[config.mk]
export PLATFORM = sky130hd
export DESIGN_NAME = pcm_serial_port
export DESIGN_NICKNAME = d
export VERILOG_FILES = /design/src/rtl/pcm_port_pkg.sv /design/src/rtl/pcm_sync_edge.sv /design/src/rtl/pcm_sync_width.sv /design/src/rtl/pcm_tx_shifter.sv /design/src/rtl/pcm_rx_shifter.sv /design/src/rtl/pcm_serial_port.sv
export SDC_FILE = /design/constraint.sdc
export NUM_CORES = 1
export LEC_CHECK = 0
export ABC_AREA = 1
export BUFFER_PORTS_ARGS = -buffer_cell sky130_fd_sc_hd__buf_4
export CORE_MARGIN = 2
export CORE_UTILIZATION = 52
export DETAILED_ROUTE_END_ITERATION = 10
export PLACE_DENSITY = 0.74
export SKIP_LAST_GASP = 1
export SLEW_MARGIN = 20
export SYNTH_ARGS = -nofsm -noshare
export SYNTH_HDL_FRONTEND = slang
export SYNTH_SLANG_ARGS = --single-unit
[constraint.sdc]
create_clock -name clk -period 1.3 [get_ports clk]
set_input_delay 0.26 -clock clk [delete_from_list [all_inputs] [get_ports clk]]
set_output_delay 0.26 -clock clk [all_outputs]
set_load 0.02 [all_outputs]
[src/rtl/pcm_port_pkg.sv]
// Shared types for the serial PCM port.
package pcm_port_pkg;

    // Transmit sequencer states.
    typedef enum logic [1:0] {
        TX_IDLE  = 2'd0,
        TX_ARMED = 2'd1,
        TX_SHIFT = 2'd2
    } tx_state_e;

    // Bit positions inside the synchroniser vector.
    localparam int unsigned SIG_TX_BCLK = 0;
    localparam int unsigned SIG_TX_FS   = 1;
    localparam int unsigned SIG_RX_BCLK = 2;
    localparam int unsigned SIG_RX_FS   = 3;
    localparam int unsigned SIG_RX_DIN  = 4;
    localparam int unsigned SIG_COUNT   = 5;
    localparam int unsigned SIG_EDGES   = 4;

endpackage

[src/rtl/pcm_sync_edge.sv]
// Multi-bit synchroniser with change detection.
// Brings N asynchronous inputs into clk through STAGES flops. For the lowest
// EDGE_N bits it also flags a change between successive synchronised samples.
// Assumes each input holds for several clk cycles between transitions.
module pcm_sync_edge #(
    parameter int unsigned N      = 5,
    parameter int unsigned EDGE_N = 4,
    parameter int unsigned STAGES = 2
) (
    input  logic              clk,
    input  logic              rst_n,
    input  logic [N-1:0]      raw,
    output logic [N-1:0]      lvl,
    output logic [EDGE_N-1:0] tgl
);
    logic [N-1:0]      stage [STAGES];
    logic [EDGE_N-1:0] prev;

    // Shift the raw inputs through the synchroniser chain.
    always_ff @(posedge clk) begin
        if (!rst_n) begin
            for (int s = 0; s < int'(STAGES); s++) stage[s] <= '0;
        end else begin
            stage[0] <= raw;
            for (int s = 1; s < int'(STAGES); s++) stage[s] <= stage[s-1];
        end
    end

    assign lvl = stage[STAGES-1];

    // Keep the previous sample of the edge-bearing bits.
    always_ff @(posedge clk) begin
        if (!rst_n) prev <= '0;
        else        prev <= lvl[EDGE_N-1:0];
    end

    assign tgl = prev ^ lvl[EDGE_N-1:0];
endmodule

[src/rtl/pcm_sync_width.sv]
// Frame-sync width meter.
// Counts the falling bit-clock edges seen while a sync is high, and latches
// the count when the sync falls. With CLEAR_AT_START set, the latched value is
// cleared when a new sync rises, so it only describes a sync that has ended.
module pcm_sync_width #(
    parameter int unsigned CW             = 4,
    parameter bit          CLEAR_AT_START = 1'b0
) (
    input  logic          clk,
    input  logic          rst_n,
    input  logic          bclk_fall,
    input  logic          fs_lvl,
    input  logic          fs_rise,
    input  logic          fs_fall,
    output logic [CW-1:0] width
);
    localparam logic [CW-1:0] CNT_MAX = '1;

    logic [CW-1:0] cnt;

    // Count edges during the sync and capture the total on its trailing edge.
    always_ff @(posedge clk) begin
        if (!rst_n) begin
            cnt   <= '0;
            width <= '0;
        end else if (fs_fall) begin
            width <= cnt;
            cnt   <= '0;
        end else begin
            if (CLEAR_AT_START && fs_rise) width <= '0;
            if (bclk_fall && fs_lvl && cnt != CNT_MAX) cnt <= cnt + 1'b1;
        end
    end
endmodule

[src/rtl/pcm_tx_shifter.sv]
// Transmit slot sequencer.
// Short format: arms when the sync is high at a falling edge, drives from the
// next rising edge. Long format: drives from the later of the sync rising and
// the bit clock rising. The line is released after the last bit on a falling
// edge, and in long format also not before the sync is low.
// Assumes edge strobes last one clk cycle.
module pcm_tx_shifter
    import pcm_port_pkg::*;
#(
    parameter int unsigned W = 8
) (
    input  logic         clk,
    input  logic         rst_n,
    input  logic         long_mode,
    input  logic         bclk_lvl,
    input  logic         bclk_rise,
    input  logic         bclk_fall,
    input  logic         fs_lvl,
    input  logic         fs_rise,
    input  logic [W-1:0] code_in,
    output logic         tx_bit,
    output logic         tx_en
);
    localparam int unsigned IW = $clog2(W);
    localparam logic [IW-1:0] LAST_IDX = IW'(W - 1);

    tx_state_e     st;
    logic [W-1:0]  shreg;
    logic [W-1:0]  hold;
    logic [IW-1:0] idx;
    logic          tail;
    logic          at_last;

    assign at_last = (idx == LAST_IDX);

    // Sequence arming, bit shifting and release of the line.
    always_ff @(posedge clk) begin
        if (!rst_n) begin
            st    <= TX_IDLE;
            shreg <= '0;
            hold  <= '0;
            idx   <= '0;
            tail  <= 1'b0;
            tx_en <= 1'b0;
        end else begin
            case (st)
                TX_IDLE: begin
                    idx  <= '0;
                    tail <= 1'b0;
                    if (long_mode && fs_rise) begin
                        shreg <= hold;
                        hold  <= code_in;
                        if (bclk_lvl) begin
                            tx_en <= 1'b1;
                            st    <= TX_SHIFT;
                        end else begin
                            st <= TX_ARMED;
                        end
                    end else if (!long_mode && bclk_fall && fs_lvl) begin
                        shreg <= hold;
                        hold  <= code_in;
                        st    <= TX_ARMED;
                    end
                end
                TX_ARMED: begin
                    if (bclk_rise) begin
                        tx_en <= 1'b1;
                        st    <= TX_SHIFT;
                    end
                end
                TX_SHIFT: begin
                    if (!at_last) begin
                        if (bclk_rise) begin
                            shreg <= {shreg[W-2:0], 1'b0};
                            idx   <= idx + 1'b1;
                        end
                    end else if (bclk_fall || tail) begin
                        if (!long_mode || !fs_lvl) begin
                            tx_en <= 1'b0;
                            tail  <= 1'b0;
                            st    <= TX_IDLE;
                        end else begin
                            tail <= 1'b1;
                        end
                    end
                end
                default: st <= TX_IDLE;
            endcase
        end
    end

    assign tx_bit = tx_en & shreg[W-1];
endmodule

[src/rtl/pcm_rx_shifter.sv]
// Receive slot collector.
// Short format arms on a falling edge with the sync high; long format arms on
// the sync rising. Either way the next W falling edges latch data MSB first,
// then the byte is published with a one-cycle valid pulse.
module pcm_rx_shifter #(
    parameter int unsigned W = 8
) (
    input  logic         clk,
    input  logic         rst_n,
    input  logic         long_mode,
    input  logic         bclk_fall,
    input  logic         fs_lvl,
    input  logic         fs_rise,
    input  logic         din,
    input  logic         two_wide,
    output logic [W-1:0] rx_data,
    output logic         rx_valid,
    output logic         rx_lsb_lost
);
    localparam int unsigned IW = $clog2(W);
    localparam logic [IW-1:0] LAST_IDX = IW'(W - 1);

    logic          busy;
    logic [IW-1:0] cnt;
    logic [W-1:0]  shreg;
    logic          start;

    assign start = long_mode ? fs_rise : (bclk_fall && fs_lvl);

    // Arm on the sync, collect W bits, publish the byte.
    always_ff @(posedge clk) begin
        if (!rst_n) begin
            busy        <= 1'b0;
            cnt         <= '0;
            shreg       <= '0;
            rx_data     <= '0;
            rx_valid    <= 1'b0;
            rx_lsb_lost <= 1'b0;
        end else begin
            rx_valid <= 1'b0;
            if (!busy) begin
                if (start) begin
                    busy <= 1'b1;
                    cnt  <= '0;
                end
            end else if (bclk_fall) begin
                shreg <= {shreg[W-2:0], din};
                cnt   <= cnt + 1'b1;
                if (cnt == LAST_IDX) begin
                    rx_data     <= {shreg[W-2:0], din};
                    rx_valid    <= 1'b1;
                    rx_lsb_lost <= two_wide;
                    busy        <= 1'b0;
                end
            end
        end
    end
endmodule

[src/rtl/pcm_serial_port.sv]
// Serial PCM port, top level.
// Synchronises the bit clocks, syncs and serial input into clk, detects the
// frame format from the transmit sync width, and runs one transmit and one
// receive slot per frame. Assumes clk is at least 8x the fastest bit clock.
module pcm_serial_port
    import pcm_port_pkg::*;
#(
    parameter int unsigned CODE_W      = 8,
    parameter int unsigned SYNC_STAGES = 2,
    parameter int unsigned WIDTH_CW    = 4
) (
    input  logic              clk,
    input  logic              rst_n,
    input  logic              sync_mode,
    input  logic              tx_bclk,
    input  logic              tx_fsync,
    input  logic [CODE_W-1:0] tx_code,
    output logic              tx_data,
    output logic              tx_data_en,
    output logic              tx_slot_n,
    input  logic              rx_bclk,
    input  logic              rx_fsync,
    input  logic              rx_din,
    output logic [CODE_W-1:0] rx_data,
    output logic              rx_valid,
    output logic              rx_lsb_lost,
    output logic              long_mode
);
    localparam logic [WIDTH_CW-1:0] TWO_EDGES = WIDTH_CW'(2);

    logic [SIG_COUNT-1:0] raw_in;
    logic [SIG_COUNT-1:0] s_lvl;
    logic [SIG_EDGES-1:0] s_tgl;

    logic tx_rise, tx_fall, tx_fs_rise, tx_fs_fall;
    logic rx_own_fall, rx_fall, rx_fs_rise, rx_fs_fall;
    logic [WIDTH_CW-1:0] tx_width, rx_width;
    logic rx_two;

    assign raw_in[SIG_TX_BCLK] = tx_bclk;
    assign raw_in[SIG_TX_FS]   = tx_fsync;
    assign raw_in[SIG_RX_BCLK] = rx_bclk;
    assign raw_in[SIG_RX_FS]   = rx_fsync;
    assign raw_in[SIG_RX_DIN]  = rx_din;

    pcm_sync_edge #(
        .N(SIG_COUNT), .EDGE_N(SIG_EDGES), .STAGES(SYNC_STAGES)
    ) u_sync (
        .clk(clk), .rst_n(rst_n), .raw(raw_in), .lvl(s_lvl), .tgl(s_tgl)
    );

    assign tx_rise     = s_tgl[SIG_TX_BCLK] &  s_lvl[SIG_TX_BCLK];
    assign tx_fall     = s_tgl[SIG_TX_BCLK] & ~s_lvl[SIG_TX_BCLK];
    assign tx_fs_rise  = s_tgl[SIG_TX_FS]   &  s_lvl[SIG_TX_FS];
    assign tx_fs_fall  = s_tgl[SIG_TX_FS]   & ~s_lvl[SIG_TX_FS];
    assign rx_own_fall = s_tgl[SIG_RX_BCLK] & ~s_lvl[SIG_RX_BCLK];
    assign rx_fs_rise  = s_tgl[SIG_RX_FS]   &  s_lvl[SIG_RX_FS];
    assign rx_fs_fall  = s_tgl[SIG_RX_FS]   & ~s_lvl[SIG_RX_FS];

    // In synchronous operation the transmit bit clock times the receive path.
    assign rx_fall = sync_mode ? tx_fall : rx_own_fall;

    pcm_sync_width #(.CW(WIDTH_CW), .CLEAR_AT_START(1'b0)) u_tx_width (
        .clk(clk), .rst_n(rst_n), .bclk_fall(tx_fall), .fs_lvl(s_lvl[SIG_TX_FS]),
        .fs_rise(tx_fs_rise), .fs_fall(tx_fs_fall), .width(tx_width)
    );

    pcm_sync_width #(.CW(WIDTH_CW), .CLEAR_AT_START(1'b1)) u_rx_width (
        .clk(clk), .rst_n(rst_n), .bclk_fall(rx_fall), .fs_lvl(s_lvl[SIG_RX_FS]),
        .fs_rise(rx_fs_rise), .fs_fall(rx_fs_fall), .width(rx_width)
    );

    assign long_mode = (tx_width >= TWO_EDGES);
    assign rx_two    = (rx_width == TWO_EDGES);

    pcm_tx_shifter #(.W(CODE_W)) u_tx (
        .clk(clk), .rst_n(rst_n), .long_mode(long_mode),
        .bclk_lvl(s_lvl[SIG_TX_BCLK]), .bclk_rise(tx_rise), .bclk_fall(tx_fall),
        .fs_lvl(s_lvl[SIG_TX_FS]), .fs_rise(tx_fs_rise), .code_in(tx_code),
        .tx_bit(tx_data), .tx_en(tx_data_en)
    );

    assign tx_slot_n = ~tx_data_en;

    pcm_rx_shifter #(.W(CODE_W)) u_rx (
        .clk(clk), .rst_n(rst_n), .long_mode(long_mode), .bclk_fall(rx_fall),
        .fs_lvl(s_lvl[SIG_RX_FS]), .fs_rise(rx_fs_rise), .din(s_lvl[SIG_RX_DIN]),
        .two_wide(rx_two), .rx_data(rx_data), .rx_valid(rx_valid),
        .rx_lsb_lost(rx_lsb_lost)
    );
endmodule

* After elaboration in Yosys (flattened, before gate mapping)
Memory sizes are Yosys's and may differ from the RTL's. Cells that the tools add are included.
Storage, ports and cells: memories kept 1, RAM bits 10, register bits 64
Memory list:
- u_sync.stage | words 2, width 5, read ports 2, clocked after memory_dff 0, wr ports 2, line pcm_sync_edge.sv:16 | logic [N-1:0] stage [STAGES];
Operators by class: magnitude comparators 1, muxes and demuxes 45, $add $sub $neg 4, eq/ne operators 17, bitwise logic cells 17, reductions and logical operators 29
Operators by type and width (count):
- 8-bit two-way mux | 6
- 1-bit two-way mux | 18
- 8-bit one-hot mux with 2 select lines | 1
- 3-bit two-way mux | 5
- 2-bit two-way mux | 7
- 3-bit AND reduction | 4
- 5-bit two-way mux | 2
- 2-bit != test, second input constant | 5
- 4-bit by 1-bit adder with 4-bit output, second input constant | 2
- 1-bit bitwise AND | 8
- 4-bit two-way mux | 2
- 2-bit by 1-bit != test with 1-bit output, second input constant | 4
- 4-bit != test, second input constant | 2
- 2-bit nonzero test | 4
- 1-bit logical AND | 7
- 7-bit AND reduction | 1
- 3-bit by 1-bit adder with 3-bit output, second input constant | 2
- 3-bit == test, second input constant | 2
- 1-bit NOT | 6
- 2-bit one-hot mux with 3 select lines | 1
- 3-bit one-hot mux with 2 select lines | 1
- 2-bit AND reduction | 3
- 5-bit AND reduction | 1
- 4-bit by 2-bit == test with 1-bit output, second input constant | 1
- other kinds (14) | 18

* Depth between registers and ports, before layout
Gate-level depths: netlist of the first run.
depth after elaboration 7, gate-level depth with buffers 11, gate-level depth less buffers 11

* By module
A second synthesis of the first run with hierarchy kept.
Second synthesis, totals: cell total of the unflattened synthesis 444, area, all modules 3230.6 um^2
Modules (own cells, without submodules):
- pcm_tx_shifter | times used 1, area an instance 1099.8 um^2, cells an instance 157, seq. area each 460.4 um^2
- pcm_rx_shifter | times used 1, area an instance 785.8 um^2, cells an instance 93, seq. area each 420.4 um^2
- pcm_sync_edge | times used 1, area an instance 509.2 um^2, cells an instance 68, seq. area each 280.3 um^2
- pcm_sync_width at u_rx_width | times used 1, area an instance 366.6 um^2, cells an instance 49, seq. area each 160.2 um^2
- pcm_sync_width at u_tx_width | times used 1, area an instance 361.6 um^2, cells an instance 49, seq. area each 160.2 um^2
- pcm_serial_port | times used 1, area an instance 107.6 um^2, cells an instance 28, seq. area each 0.0 um^2

* Least setup slack after synthesis of the first run
Ideal clock, no wire load.
kind register to register, start point register u_tx.idx[0], end point register u_tx.shreg[0], cell stages (with the launch flop) 11, buffers on the path 0, path slack -0.111 ns, arrival 1.298 ns, cell sequence dfxtp_1 ha_1 ha_1 nor2_1 nand2_1 nand2_2 nand2_4 inv_4 nand2_1 nand2_1 nor2_1
On the way: longest elaborated chain between the ends 3
Ends and longest elaborated chain:
- from (decl) | line pcm_tx_shifter.sv:30 | logic [IW-1:0] idx;
- from (signal assigned) | line pcm_tx_shifter.sv:75 | idx <= idx + 1'b1;
- 3-bit == test | line pcm_tx_shifter.sv:34 | assign at_last = (idx == LAST_IDX);
- 2-bit != test (no source line)
- 4-bit AND reduction (no source line)
- to (signal assigned) | line pcm_tx_shifter.sv:51 | shreg <= hold;
- to (signal assigned) | line pcm_tx_shifter.sv:60 | shreg <= hold;
- to (signal assigned) | line pcm_tx_shifter.sv:74 | shreg <= {shreg[W-2:0], 1'b0};
- to (decl) | line pcm_tx_shifter.sv:28 | logic [W-1:0] shreg;
No other way between the ends. A chain may end at the register's enable or synchronous reset.

* Final worst setup path of the first run
start point register u_tx_width.width[2], end point output port long_mode
On the way: longest elaborated chain between the ends 1
Ends and longest elaborated chain:
- from (decl) | line pcm_sync_width.sv:15 | output logic [CW-1:0] width
- from (signal assigned) | line pcm_sync_width.sv:27 | width <= cnt;
- 4-bit by 2-bit greater-or-equal comparator with 1-bit output | line pcm_serial_port.sv:73 | assign long_mode = (tx_width >= TWO_EDGES);
- to (decl) | line pcm_serial_port.sv:27 | output logic long_mode
No other way between the ends.

==> results.cfg, run 1 <==
[setup_path]
path_max_fanout = 2
cp_slowest_cell = dfxtp_2
cpPeakStageDelay_ps = 330
cp-start-kind = register
cp.arrival_ps = 1190
crit_type = reg -> out
path_common_cell = buf_6
worst-endpoint-required_ps = 1040
crit_chain = nor2_2 -> nand2_2 -> buf_6 -> buf_6 -> buf_6
cp-end-kind = output pin

[placement]
gp_congestion = 0.7968
dp_hpwl_um = 4347
portBuffers = 29
pre_cts_ws_ps = -105.4

[power_and_ir_drop]
p_sw_share_pct = 32.31
peakVddDrop_mv = 1.019
seqPwrFrac_pct = 41.9
power.internal_mw = 3.960
p_per_area_nw_per_um2 = 1399
power.switching_mw = 1.890
p_comb_share_pct = 26.1
clkPwrFrac_pct = 32.0
leakagePower_nw = 1.879

[yosys]
yosysWarnings = 0
ys.flop_type = dfxtp_1
yosys-top-cells-area = dfxtp_1 47%, nand2_1 10%, nor2_1 7.2%, inv_1 5.3%, o21ai_0 5.0%
ys_types = 30
syn_nets = 432
netlist_instances = 405
synth-seq-area-share_pct = 47.21
synth_common_cells = 83 x nand2_1, 73 x dfxtp_1, 59 x nor2_1
synthArstFlopShare_pct = 0
syn_area_sq_um = 3095
synth_seq_cells = 73
avgSynthCellArea_sq_um = 7.643
post-synth-top-count-cell = nand2_1
synth_top_area_cell = dfxtp_1
synth_edf_count = 0
synth_top_area_share_pct = 47.21

[global_routing]
grt_pass1_vias = 2408
grt_usage_pct = 20.72
grt_max_degree = 56
antenna_found_initial = 0
grt_pass1_wl_um = 10390
overflow = 0

[hold_path]
hold_path_class = in -> reg

[floorplanning]
die_x_um = 81.16
dieArea_sq_um = 6586
core.rowCount = 28
start_util_pct = 52.91
dieHeight_um = 81.16
io_pins = 30
core_area_sq_um = 5851

[detailed_routing]
wl_per_cell_um = 12.85
route.detailed.drc = 0
postRouteAntennaNets = 0
wl_um = 6967
vias = 2763
vias_per_cell = 5.098
drt-initial-drc-count = 131
first_pass_iters = 4

[clock_network]
clockBufferDepth = 2
htree_levels = 3
postCtsHoldBufs = 0
path_clk_slew_ps = 90
clkLatencyLatePin_ps = 360
cts_root_buffer = clkbuf_8
cts_buffers = 9
numClockSinks = 73
cts_tree = yes

[status]
status = finished, violations left
violations = negative setup slack

[timing]
rsz0062_at_grt = yes
finClkSkew_ps = 7.759
timing.hold.ws_ps = 76.06
maxSlewViolCount = 0
fmax_ghz = 0.6897
max-slew-margin-rel_pct = 81.82
worst_slack_ps = -150.0
worst_pin_slew_ps = 272.7
setup_viol = 20
hold_viol = 0
period_minus_slack_ps = 1450
fin_crit_sh_pct = 111.5

[cells_and_area]
multi_input_area_sq_um = 1712
drive_above_1_share_pct = 37.04
num_antenna_cells = 0
fillers = 426
syn_to_final_growth_pct = 35.08
seq_area_sq_um = 1478
fin_nets = 489

[job]
maxCapViolCount = 0
## area by class of cell
class	instances	share of cell area (%)
inverter	51	5.476
timing repair inverter	1	0.2095
sequential	73	35.34
timing repair buffer	54	10.80
multi-input combinational	272	40.93
clock buffer	9	2.962
clock inverter	7	2.035
tap	75	2.244
## kinds of logic after synthesis
| family | synth area share [%] |
|---|---|
| simple gates | 26.96 |
| flops | 47.21 |
| compound gates | 12.05 |
| buf+inv | 8.488 |
| fa+ha+maj | 4.446 |
| xor+xnor | 0.8490 |
## flip-flops by register name, summed over array words and instances, names as in the netlist, 2 cells and up
signal,cells
u_rx.cnt,3
u_rx.rx_data,8
u_rx.shreg,7
u_rx_width.cnt,4
u_rx_width.width,4
u_sync.prev,4
u_sync.stage,10
u_tx.hold,8
u_tx.idx,3
u_tx.shreg,8
u_tx.st,2
u_tx_width.cnt,4
u_tx_width.width,3
## stage by stage
| stage | std cells | cell area (sq um) | power (mW) | setup TNS (ps) | utilization, % |
|---|---|---|---|---|---|
| after floorplan | 405 | 3136 | 3.170 | 0 | - |
| after global placement | 518 | 3542 | 3.443 | -424.7 | 60.54 |
| after CTS | 540 | 3918 | 5.552 | -363.6 | 66.96 |
| after detailed placement | 518 | 3542 | 3.467 | -967.5 | 60.54 |
| after global routing | 542 | 4182 | 6.128 | -3136 | 71.47 |
| final | 542 | 4182 | 5.851 | -1214 | 71.47 |
## metal layers
metal	track usage (%)	share of wire (%)	up-vias
li1	-	-	1405
met1	25.51	44	1282
met2	34.55	49	56
met3	5.667	4.0	20
met4	7.966	2.8	0
met5	0	0	-
## critical path: cells and delay by family, from the launching register on
family,cells,cell delay (ps)
buffers and inverters,3,340
flip-flops,1,330
AND/OR/NAND/NOR,2,170
## final timing paths
path	startpoint	to	slack [ps]	cells past startpoint
max	u_tx_width.width[2]	long_mode	-150	5
min	tx_bclk	u_sync.stage[0][0]	80	3
max reg2reg	u_tx.st[0]	u_tx.tx_en	-110	10
min reg2reg	u_sync.stage[0][3]	u_sync.stage[0][8]	410	2
## power groups by stage
| stage | clock network, mW | logic [mW] | registers, mW |
|---|---|---|---|
| 2_1_floorplan | 0 | 0.686 | 2.48 |
| 3_3_place_gp | 0 | 0.960 | 2.48 |
| 3_5_place_dp | 0 | 0.980 | 2.49 |
| 4_1_cts | 1.90 | 1.21 | 2.44 |
| 5_1_grt | 1.99 | 1.67 | 2.47 |
| 6_report | 1.87 | 1.53 | 2.45 |
## timing repair
action | in CTS | in global routing
setup buffers | 3 | 3
resized for setup | 43 | 84
pin swaps | 16 | 23
gates cloned | 3 | 0
endpoints found under the setup margin | 24 | 39
## cell usage in the layout, fill, tap and decap left out, drive strengths merged
cell type  synthesis  routed
buf                7      54
dfxtp             73      73
o21ai             37      37
nand3b             3       3
clkbuf             4       9
xnor2              1       1
nand3             24      24
ha                11      11
or2                3       3
nand4              1       1
xor2               2       2
inv               50      56
nor4               1       1
clkinv             1       2
nor2              61      61
bufinv             0       1
nand2             93      95
nor3               1       1
a21oi             30      30
a211oi             2       2
(Power assumes the default switching activity.)
==> inputs of run 2 (changes only) <==
--- a/config.mk
+++ b/config.mk
@@ -7,10 +7,11 @@
 export LEC_CHECK = 0
 export ABC_AREA = 1
 export BUFFER_PORTS_ARGS = -buffer_cell sky130_fd_sc_hd__buf_4
-export CORE_MARGIN = 2
-export CORE_UTILIZATION = 52
+export CORE_UTILIZATION = 55
+export CTS_BUF_LIST = sky130_fd_sc_hd__clkbuf_4
 export DETAILED_ROUTE_END_ITERATION = 10
-export PLACE_DENSITY = 0.74
+export PLACE_DENSITY = 0.78
+export SETUP_SLACK_MARGIN = 0.1
 export SKIP_LAST_GASP = 1
 export SLEW_MARGIN = 20
 export SYNTH_ARGS = -nofsm -noshare
==> run 2 against run 1 <==
The run ends with negative hold slack, negative setup slack left. Setup slack worse by 75 ps. Largest cell class unchanged. Die area down 9.9%. Sequential power about the same.
==> results.cfg, run 2 (synthesis gave the netlist of run 1 again) <==
[detailed_routing]
wl_um = 9593
postRouteAntennaNets = 0
vias_per_cell = 5.619
drt-initial-drc-count = 178
route.detailed.drc = 0
vias = 3124
first_pass_iters = 6
wl_per_cell_um = 17.25

[setup_path]
cp.arrival_ps = 1850
path_max_fanout = 3
cp-end-kind = register
worst-endpoint-required_ps = 1630
r2r_cells = 10
cp-start-kind = register
crit_type = reg -> reg

[cells_and_area]
instances_no_fill = 556
top_register = u_sync.stage
drive_above_1_share_pct = 48.97
final_cell_mix = 61 x nand2_1, 50 x dfxtp_1, 48 x buf_4, 47 x nor2_1, 33 x inv_1
syn_to_final_growth_pct = 45.67
layout_commonest_cell = nand2_1
largest_register_ffs = 10
num_antenna_cells = 0
fin_nets = 509

[status]
violations = negative hold slack, negative setup slack
status = finished, violations left

[timing]
maxSlewViolCount = 0
rsz0062_at_grt = yes
finClkSkew_ps = 15.92
worst_pin_slew_ps = 349.1
timing.hold.ws_ps = -5.088
period_minus_slack_ps = 1524
fin_tns_setup_ps = -1693
max-slew-margin-rel_pct = 76.70
hold_viol = 1
setup_viol = 21
fin_crit_sh_pct = 117.3
worst_slack_ps = -224.5
fmax_ghz = 0.6560

[floorplanning]
core_area_sq_um = 5270
io_pins = 30
start_util_pct = 58.74
core.rowCount = 26
dieArea_sq_um = 5932
dieHeight_um = 77.02
die_x_um = 77.02

[clock_network]
path_clk_slew_ps = 120
cts_root_buffer = clkbuf_4
clkLatencyLatePin_ps = 440
cts_tree = yes
clockBufferDepth = 2
htree_levels = 3
postCtsHoldBufs = 0
numClockSinks = 73
cts_buffers = 9

[power_and_ir_drop]
power.total_mw = 5.445
p_per_area_nw_per_um2 = 1208
peakVddDrop_mv = 0.9922
leakagePower_nw = 2.001

[hold_path]
hold_path_class = in -> reg
hold_depth = 3

[global_routing]
grt_max_degree = 39
grt_pass1_wl_um = 11620
grt_usage_pct = 25.17
grt_pass1_vias = 2643
antenna_found_initial = 0
overflow = 0

[job]
maxCapViolCount = 0

[placement]
gp_congestion = 0.8453
portBuffers = 29
dp_hpwl_um = 4399
dp.cells = 507
run 2: layout make-up:
type,count,area (sq um)
multi-input cells,272,1874
flip-flops and latches,73,1503
fillers,272,760.7
repair buffers,74,664.4
inverters,51,241.5
clock buffers,12,90.09
well taps,70,87.58
clock inverters,3,42.54
repair inverters,1,6.256
run 2: worst paths after layout:
kind	start	endpoint	slack [ps]
min reg2reg	u_sync.stage[0][2]	u_sync.stage[0][7]	420
min	tx_bclk	u_sync.stage[0][0]	-5
max reg2reg	u_tx.idx[1]	u_tx.st[0]	-220
max	u_tx.idx[1]	u_tx.st[0]	-220
run 2: worst max-delay path, stage by stage, from the launching register on:
cell	delay [ps]
dfxtp_2	390
ha_4	160
ha_4	140
buf_6	100
nand2_4	60
nand2_4	90
nand2_1	90
nor2_2	170
nand2_1	90
nand2_1	70
nor2_1	50
run 2: power by group:
group	switching (mW)	internal (mW)	total (mW)
Sequential	0.109	2.37	2.48
Clock	0.795	0.639	1.43
Combinational	0.898	0.634	1.53
Total	1.80	3.64	5.45
run 2: routing by layer:
layer | GRT usage, % | vias up | part of all wire (%)
li1 | - | 1454 | -
met5 | 0 | - | 0
met1 | 30.08 | 1477 | 39
met3 | 4.881 | 54 | 4.9
met4 | 13.96 | 0 | 5.5
met2 | 42.32 | 139 | 51
run 2: through the flow:
| stage | utilization [%] | area (sq um) | hold slack (ps) | setup WS [ps] |
|---|---|---|---|---|
| after detailed placement | 67.09 | 3536 | 400.5 | -37.23 |
| after global placement | 67.09 | 3536 | 394.8 | -39.66 |
| final | 85.57 | 4509 | -5.088 | -224.5 |
| after global routing | 85.57 | 4509 | -15.46 | -241.1 |
| after floorplan | - | 3181 | 357.6 | 42.82 |
| after CTS | 76.50 | 4031 | 6.091 | -125.9 |
run 2: repair_timing:
item / CTS / global route
resized for setup: 85 / 117
pin swaps: 18 / 24
setup endpoints to repair: 45 / 67
cloned: 3 / 1
buffers inserted: 14 / 16
==> inputs of run 3 (changes only) <==
--- a/config.mk
+++ b/config.mk
@@ -10,7 +10,7 @@
 export CORE_UTILIZATION = 55
 export CTS_BUF_LIST = sky130_fd_sc_hd__clkbuf_4
 export DETAILED_ROUTE_END_ITERATION = 10
-export PLACE_DENSITY = 0.78
+export PLACE_DENSITY_LB_ADDON = 0.12
 export SETUP_SLACK_MARGIN = 0.1
 export SKIP_LAST_GASP = 1
 export SLEW_MARGIN = 20
==> run 3 against run 2 <==
Critical endpoint is now u_tx.shreg[0]. Clock-buffer cell count is 2 lower. Critical path depth is 1 higher. The flow finishes with violations (negative setup slack). Highest routed layer unchanged. Clock skew is 1.1 ps lower.
==> results.cfg, run 3 (synthesis gave the netlist of run 1 again) <==
[status]
status = finished, violations left
violations = negative setup slack

[global_routing]
grt_usage_pct = 24.61
antenna_found_initial = 0
grt_max_degree = 37
overflow = 0
grt_pass1_vias = 2709
grt_pass1_wl_um = 11560

[cells_and_area]
layout_commonest_cell = nand2_1
largest_register_ffs = 10
num_antenna_cells = 0
final_cell_mix = 65 x nand2_1, 48 x buf_4, 47 x nor2_1, 47 x dfxtp_1, 34 x inv_1
syn_to_final_growth_pct = 40.91
instances_no_fill = 548
finish.utilization_pct = 82.76
top_register = u_sync.stage
fin_nets = 500
fillers = 286
drive_above_1_share_pct = 45.61

[hold_path]
hold_path_class = in -> reg
min_to = u_sync.stage[0][1]
min_from = tx_fsync
hold_depth = 3

[clock_network]
path_clk_slew_ps = 110
cts_root_buffer = clkbuf_4
postCtsHoldBufs = 0
htree_levels = 3
clkLatencyLatePin_ps = 420
numClockSinks = 73
clockBufferDepth = 2
cts_tree = yes
cts_buffers = 9

[detailed_routing]
vias = 2878
postRouteAntennaNets = 0
route.detailed.drc = 0
wl_um = 7939
vias_per_cell = 5.252
drt-initial-drc-count = 82
wl_per_cell_um = 14.49
first_pass_iters = 4

[setup_path]
cp-start-kind = register
crit_type = reg -> reg
cp-end-kind = register
r2r_setup_slack_ps = -110
path_max_fanout = 5
r2r_start = u_tx.st[0]
crit-reg2reg-capture = u_tx.shreg[0]
cp.arrival_ps = 1720
worst-endpoint-required_ps = 1620
r2r_cells = 11

[floorplanning]
core_area_sq_um = 5270
dieHeight_um = 77.02
core.rowCount = 26
die_x_um = 77.02
dieArea_sq_um = 5932
io_pins = 30
start_util_pct = 58.74

[timing]
worst_slack_ps = -107.1
period_minus_slack_ps = 1407
setup_viol = 19
worst_pin_slew_ps = 526.4
hold_viol = 0
fin_crit_sh_pct = 108.2
fmax_ghz = 0.7107
max-slew-margin-rel_pct = 64.59
maxSlewViolCount = 0
rsz0062_at_grt = yes
finClkSkew_ps = 14.80

[power_and_ir_drop]
seqPwrFrac_pct = 44.1
p_comb_share_pct = 27.4
power.internal_mw = 3.831
leakagePower_nw = 1.965
peakVddDrop_mv = 0.8931
p_per_area_nw_per_um2 = 1285
clkPwrFrac_pct = 28.5
p_sw_share_pct = 31.62
power.switching_mw = 1.772

[placement]
dp_hpwl_um = 4462
gp_congestion = 0.8600
dp.cells = 509
portBuffers = 29

[job]
maxCapViolCount = 0
-- run 3: layer usage --
layer  vias to the layer above  GRT usage (%)  wire length, um
li1                       1427              -                -
met1                      1375          28.71             3279
met2                        54          43.75             4222
met3                        22          4.048              224
met4                         0          11.51              212
met5                         -              0                0
-- run 3: per-stage QoR --
stage	total power [mW]	worst slack, ps	setup TNS, ps	cell area [sq um]	hold slack, ps
after floorplan	3.206	42.82	0	3181	357.6
after global placement	3.434	-33.46	-38.34	3551	396.5
after detailed placement	3.458	-75.26	-388.7	3551	401.9
after CTS	5.368	-128.1	-544.8	3996	11.58
after global routing	5.875	-172.4	-2470	4362	10.52
final	5.603	-107.1	-900.5	4362	26.92
-- run 3: repair_timing --
item                                    CTS  global route
resized for setup                        81            91
endpoints found under the setup margin   47            66
pin swaps                                25            22
gates cloned                              3             2
setup buffers                             7            12
-- run 3: worst max path at each step --
stage                                    from            end  slack (ps)  depth (start not counted)
final                              u_tx.st[0]  u_tx.shreg[0]        -110                         11
after global routing               u_tx.st[0]  u_tx.shreg[0]        -170                         11
after CTS                 u_tx_width.width[3]      long_mode        -130                          4
after detailed placement           u_tx.st[0]  u_tx.shreg[0]         -80                         11
after global placement             u_tx.st[1]     u_tx.tx_en         -30                          8
after floorplan                   u_tx.idx[0]  u_tx.shreg[0]          40                         10
-- run 3: area by class of cell --
cell class                      instances  area, sq um  share of cell area [%]
Clock buffer                           10        75.07                   1.721
Clock inverter                          6        82.58                   1.893
Inverter                               51        236.5                   5.422
Multi-Input combinational cell        273         1827                   41.88
Sequential cell                        73         1504                   34.48
Tap cell                               70        87.58                   2.008
Timing Repair Buffer                   64        543.0                   12.45
Timing Repair inverter                  1        6.256                  0.1434
-- run 3: worst max-delay path, stage by stage, from the launching register on --
cell     delay, ps
dfxtp_2        350
inv_2          100
ha_4           180
inv_4           60
nor2_4         140
nand2_4         90
nand2_8        110
nand2_8         80
inv_6           70
nand2_2         40
nand2_1         50
nor2_1          40
-- run 3: power groups by stage --
stage          registers, mW  clock network (mW)  logic (mW)
3_3_place_gp            2.49                   0       0.944
5_1_grt                 2.48                1.73        1.67
6_report                2.47                1.59        1.54
3_5_place_dp            2.49                   0       0.963
4_1_cts                 2.46                1.59        1.32
2_1_floorplan           2.49                   0       0.718
